===== config.mk =====
export PLATFORM = sky130hd
export DESIGN_NAME = decode_err_irq_regs
export DESIGN_NICKNAME = d
export VERILOG_FILES = /design/src/rtl/decode_err_irq_pkg.sv /design/src/rtl/decode_err_irq_ctrl.sv /design/src/rtl/decode_err_irq_dp.sv /design/src/rtl/decode_err_irq_regs.sv
export SDC_FILE = /design/constraint.sdc
export NUM_CORES = 1
export LEC_CHECK = 0
export BUFFER_PORTS_ARGS = -buffer_cell sky130_fd_sc_hd__clkbuf_2
export CORE_MARGIN = 2
export CORE_UTILIZATION = 29
export DETAILED_ROUTE_END_ITERATION = 10
export PLACE_DENSITY = 0.83
export SYNTH_ARGS = -nofsm -noshare
export SYNTH_HDL_FRONTEND = slang
export SYNTH_SLANG_ARGS = --single-unit

===== constraint.sdc =====
create_clock -name clk -period 2.6 [get_ports clk]
set_clock_uncertainty 0.15 [all_clocks]
set_input_delay 0.39 -clock clk [delete_from_list [all_inputs] [get_ports clk]]
set_output_delay 0.39 -clock clk [all_outputs]
set_load 0.1 [all_outputs]

===== src/rtl/decode_err_irq_pkg.sv =====
package decode_err_irq_pkg;

  localparam int OFF_CTL  = 'h00;
  localparam int OFF_STAT = 'h04;
  localparam int OFF_MASK = 'h08;
  localparam int OFF_EN   = 'h0C;
  localparam int OFF_DIS  = 'h10;

  typedef enum logic [2:0] {
    SEL_NONE, SEL_CTL, SEL_STAT, SEL_MASK, SEL_EN, SEL_DIS
  } regSel_t;

  typedef struct packed {
    logic wrCtl;
    logic wrStat;
    logic wrEn;
    logic wrDis;
  } wrStrobe_t;

endpackage


===== src/rtl/decode_err_irq_ctrl.sv =====
module decode_err_irq_ctrl
  import decode_err_irq_pkg::*;
#(
  parameter int ADDR_W = 12
) (
  input  logic              clk,
  input  logic              rstN,
  input  logic [ADDR_W-1:0] busAddr,
  input  logic              busWrEn,
  output regSel_t           rdSel,
  output wrStrobe_t         wrStb
);

  logic aligned;
  assign aligned = (busAddr[1:0] == 2'b00);

  always_comb begin
    rdSel = SEL_NONE;
    if (aligned) begin
      if      (busAddr == ADDR_W'(OFF_CTL))  rdSel = SEL_CTL;
      else if (busAddr == ADDR_W'(OFF_STAT)) rdSel = SEL_STAT;
      else if (busAddr == ADDR_W'(OFF_MASK)) rdSel = SEL_MASK;
      else if (busAddr == ADDR_W'(OFF_EN))   rdSel = SEL_EN;
      else if (busAddr == ADDR_W'(OFF_DIS))  rdSel = SEL_DIS;
    end
  end

  // The mask has no write strobe: writes to it go nowhere.
  always_comb begin
    wrStb        = '0;
    wrStb.wrCtl  = busWrEn && (rdSel == SEL_CTL);
    wrStb.wrStat = busWrEn && (rdSel == SEL_STAT);
    wrStb.wrEn   = busWrEn && (rdSel == SEL_EN);
    wrStb.wrDis  = busWrEn && (rdSel == SEL_DIS);
  end

  // at most one register is written per cycle, and none when the offset is misaligned
  assert_one_target_R10: assert property (@(posedge clk) disable iff (!rstN)
    $onehot0(wrStb) && (!aligned -> (wrStb == '0)));

  // a write to the mask offset raises no strobe
  assert_mask_no_strobe_R7: assert property (@(posedge clk) disable iff (!rstN)
    (busWrEn && aligned && busAddr == ADDR_W'(OFF_MASK)) |-> (wrStb == '0));

endmodule


===== src/rtl/decode_err_irq_dp.sv =====
module decode_err_irq_dp
  import decode_err_irq_pkg::*;
#(
  parameter int DATA_W = 32,
  parameter int SRC_W  = 1,
  parameter int CTL_W  = 1
) (
  input  logic              clk,
  input  logic              rstN,
  input  wrStrobe_t         wrStb,
  input  regSel_t           rdSel,
  input  logic [DATA_W-1:0] wrData,
  input  logic [SRC_W-1:0]  errEvent,
  output logic [DATA_W-1:0] rdData,
  output logic              irqOut
);

  logic [CTL_W-1:0] ctlQ;
  logic [SRC_W-1:0] statQ, statD;
  logic [SRC_W-1:0] maskQ, maskD;
  logic             irqQ;

  // One status bit and one mask bit per event source.
  for (genvar i = 0; i < SRC_W; i++) begin : g_src
    always_comb begin
      // An event in the same cycle overrides a write-one-to-clear.
      statD[i] = errEvent[i] | (statQ[i] & ~(wrStb.wrStat & wrData[i]));
      maskD[i] = maskQ[i];
      if (wrStb.wrEn  && wrData[i]) maskD[i] = 1'b0;
      if (wrStb.wrDis && wrData[i]) maskD[i] = 1'b1;
    end
  end

  always_ff @(posedge clk) begin
    if (!rstN) begin
      ctlQ  <= '0;
      statQ <= '0;
      maskQ <= '1;
      irqQ  <= 1'b0;
    end else begin
      if (wrStb.wrCtl) ctlQ <= wrData[CTL_W-1:0];
      statQ <= statD;
      maskQ <= maskD;
      irqQ  <= |(statD & ~maskD);
    end
  end

  assign irqOut = irqQ;

  always_comb begin
    rdData = '0;
    case (rdSel)
      SEL_CTL:  rdData[CTL_W-1:0] = ctlQ;
      SEL_STAT: rdData[SRC_W-1:0] = statQ;
      SEL_MASK: rdData[SRC_W-1:0] = maskQ;
      default:  rdData = '0;
    endcase
  end

  // an event leaves its status bit set in the following cycle
  assert_event_sets_R2: assert property (@(posedge clk) disable iff (!rstN)
    errEvent[0] |=> statQ[0]);

  // an event beats a simultaneous write-one-to-clear
  assert_event_wins_R4: assert property (@(posedge clk) disable iff (!rstN)
    (errEvent[0] && wrStb.wrStat && wrData[0]) |=> statQ[0]);

  // a write-one-to-clear with no event leaves the bit clear
  assert_clear_R3: assert property (@(posedge clk) disable iff (!rstN)
    (wrStb.wrStat && wrData[0] && !errEvent[0]) |=> !statQ[0]);

  // the mask moves only through the enable and disable aliases
  assert_mask_ro_R7: assert property (@(posedge clk) disable iff (!rstN)
    !(wrStb.wrEn || wrStb.wrDis) |=> $stable(maskQ));

  // the interrupt is never raised without a pending, unmasked status bit
  assert_irq_cause_R8: assert property (@(posedge clk) disable iff (!rstN)
    irqOut |-> ((statQ & ~maskQ) != '0));

  // with no event and no write, the interrupt level holds
  assert_irq_hold_R8: assert property (@(posedge clk) disable iff (!rstN)
    (errEvent == '0 && !wrStb.wrStat && !wrStb.wrEn && !wrStb.wrDis) |=> $stable(irqOut));

endmodule


===== src/rtl/decode_err_irq_regs.sv =====
module decode_err_irq_regs
  import decode_err_irq_pkg::*;
#(
  parameter int ADDR_W = 12,
  parameter int DATA_W = 32,
  parameter int SRC_W  = 1,
  parameter int CTL_W  = 1
) (
  input  logic              clk,
  input  logic              rstN,
  input  logic [ADDR_W-1:0] busAddr,
  input  logic              busWrEn,
  input  logic [DATA_W-1:0] busWrData,
  output logic [DATA_W-1:0] busRdData,
  input  logic [SRC_W-1:0]  errEvent,
  output logic              irqOut
);

  regSel_t   rdSel;
  wrStrobe_t wrStb;

  decode_err_irq_ctrl #(.ADDR_W(ADDR_W)) u_ctrl (
    .clk     (clk),
    .rstN    (rstN),
    .busAddr (busAddr),
    .busWrEn (busWrEn),
    .rdSel   (rdSel),
    .wrStb   (wrStb)
  );

  decode_err_irq_dp #(.DATA_W(DATA_W), .SRC_W(SRC_W), .CTL_W(CTL_W)) u_dp (
    .clk      (clk),
    .rstN     (rstN),
    .wrStb    (wrStb),
    .rdSel    (rdSel),
    .wrData   (busWrData),
    .errEvent (errEvent),
    .rdData   (busRdData),
    .irqOut   (irqOut)
  );

endmodule


==> impl_metrics.env <==
export IMPL_tns_ps=0
export IMPL_viasPerCell=3.94
export IMPL_powerDensity_nw_per_um2=709
export IMPL_cp_max_fo=4
export IMPL_criticalPathCategory="in2out"
export IMPL_gp_congestion=0.653
export IMPL_routed_wl_um=796
export IMPL_drc=0
export IMPL_fin_util_pct=32.5
export IMPL_postRouteAntennaNets=0
export IMPL_switching_share_pct=64.4
export IMPL_leakagePower_nw=0.289
export IMPL_cts_hold_buf=0
export IMPL_min_path_type="in2reg"
export IMPL_multi_input_area_sq_um=287
export IMPL_vdd_drop_max_mv=0.250
export IMPL_nFillCells=172
export IMPL_drive_gt1_share_pct=30.5
export IMPL_grt_start_max_net_pins=6
export IMPL_relSlewSlack_pct=63.8
export IMPL_clockBufferDepth=2
export IMPL_core_area_sq_um=1560
export IMPL_final_cell_mix="conb_1 (31), clkbuf_2 (18), nor2_1 (4), dfxtp_1 (4), clkbuf_4 (3)"
export IMPL_p_seq_share_pct=17.7
export IMPL_crit_buf_inv=2
export IMPL_ys_types=21
export IMPL_num_io_pins=81
export IMPL_path_cells="clkbuf_2, nor4_2, and4_2, clkbuf_2"
export IMPL_clock_power_share_pct=21.3
export IMPL_yosysSeqAreaShare_pct=16.2
export IMPL_crit_family="simple AND/OR/NAND/NOR gates"
export IMPL_grt_pass1_vias=254
export IMPL_grt_usage_pct=8.20
export IMPL_power_net_switching_uw=231
export IMPL_cts_setup_buffers=0
export IMPL_startpoint_type="input port"
export IMPL_synthCells=62
export IMPL_cp_arrival_ps=1590
export IMPL_dp_hpwl_um=718
export IMPL_setup_worst_path_end_class="output port"
export IMPL_seqCellArea_sq_um=80.1
export IMPL_avgSynthCellArea_sq_um=7.97
export IMPL_vias=386
export IMPL_die_width_um=45.3
export IMPL_overflow=0
export IMPL_cts_htree_levels=1
export IMPL_clockRootBuffer="clkbuf_4"
export IMPL_die_y_um=45.3
export IMPL_final_common_cell="conb_1"
export IMPL_n_antenna_cell=0
export IMPL_crit_slowest_cell="clkbuf_2"
export IMPL_p_int_uw=128
export IMPL_drtIter0Drc=3
export IMPL_dr_pass1_iters=3
export IMPL_core_rowCount=14
export IMPL_finalSetupViolCount=0
export IMPL_antenna_found_initial=0
export IMPL_clock_latency_ps=230
export IMPL_max_stage_delay_ps=450
export IMPL_cts_buffers=3
export IMPL_areaGrowthSynthToFinish_pct=2.53
export IMPL_fin_ws_ps=467
export IMPL_fin_crit_ps=2130
export IMPL_routedWlPerCell_um=8.12
export IMPL_period_share_pct=82.0
export IMPL_ys_ff_latch=4
export IMPL_fmax_ghz=0.469
export IMPL_drv_cap=0
export IMPL_p_comb_share_pct=61.0
export IMPL_hold_violations=0
export IMPL_syn_area_sq_um=494
export IMPL_worst_ep_required_time_ps=2060
export IMPL_layout_nets=132
export IMPL_grt_pass1_wl_um=1070
export IMPL_status="finished, final reports clean"
export IMPL_rsz0062_at_grt="false"
export IMPL_clock_sinks=4
export IMPL_cts_clk_slew_worst_paths_ps=40
export IMPL_port_buffers=18
export IMPL_path_common_cell="clkbuf_2"
export IMPL_worst_pin_slew_ps=545
export IMPL_finalPower_uw=359
export IMPL_pre_cts_ws_ps=467
export IMPL_design_die_area_sq_um=2050
export IMPL_start_util_pct=31.7
export IMPL_ctsResizeCount=0
export IMPL_yosysWarnings=0
export IMPL_slew_viol_final=0
export IMPL_cts_tree="done"
==> cell usage after synthesis <==
library cell  number  area [sq um]
nor2b_1            1          6.26
conb_1             1          3.75
buf_4             31           233
and4_2             1          10.0
nand2b_1           1          6.26
nor3_1             2          10.0
o21ai_0            2          10.0
and4_1             1          8.76
nor2_1             4          15.0
nand3b_1           1          7.51
inv_1              2          7.51
nand4_1            2          12.5
o221ai_2           1          15.0
nand2_1            1          3.75
nor4b_2            1          15.0
dfxtp_1            4          80.1
or2_1              1          6.26
a21oi_1            1          5.00
mux2i_1            2          20.0
and2_1             1          6.26
nor4_2             1          12.5
==> final cells by class <==
class	instances	share of cell area, %
Multi-Input combinational cell	55	56.5
Timing Repair Buffer	18	17.8
Sequential cell	4	15.8
Clock buffer	3	4.44
Tap cell	16	3.95
Inverter	2	1.48
==> logic make-up (layout without fill, tap and decap cells) <==
group	after synthesis	after routing	share of synthesized area, %
other cells	1	31	0.759
flops	4	4	16.2
simple gates	18	18	24.3
compound gates	4	4	6.07
mux	2	2	4.05
buf+inv	33	23	48.6
==> tightest hold or removal path: cells and delay by family <==
family                 cells  cell delay (ps)
AND/OR/NAND/NOR            1               40
buffers and inverters      2              140
==> power by group through the flow <==
stage	logic [mW]	registers (mW)	clock network, mW
after global placement	0.217	0.0643	0
after global routing	0.225	0.0636	0.0886
after floorplan	0.238	0.0641	0
after CTS	0.219	0.0634	0.0832
after detailed placement	0.218	0.0644	0
final	0.219	0.0635	0.0767
==> routing by layer <==
layer  track usage (%)  up-vias  part of all wire, %
li1                  -      190                    -
met1              9.42      156                   44
met2              9.43       38                   39
met3              6.40        2                   15
met4              7.06        0                  1.3
met5                 0        -                    0
==> registers in the layout, summed over array words and instances, names as in the netlist <==
name,cells
u_dp.ctlQ,1
u_dp.irqOut,1
u_dp.maskQ,1
u_dp.statQ,1
==> stage by stage <==
stage | std cells | instance area [sq um] | hold WS (ps)
after global placement | 95 | 484 | 330
final | 98 | 507 | 239
after global routing | 98 | 507 | 261
after CTS | 98 | 507 | 232
after detailed placement | 95 | 484 | 341
after floorplan | 92 | 607 | 313
==> final timing paths <==
| check | startpoint | endpoint | slack (ps) | cells past startpoint |
|---|---|---|---|---|
| worst max-delay path | busAddr[9] | busRdData[0] | 470 | 4 |
| worst min-delay path | rstN | u_dp.ctlQ | 240 | 3 |
| worst max register to register | u_dp.maskQ | u_dp.maskQ | 1640 | 3 |
| worst min register to register | u_dp.ctlQ | u_dp.ctlQ | 350 | 2 |
No activity file was read; power rests on OpenSTA's default activity.
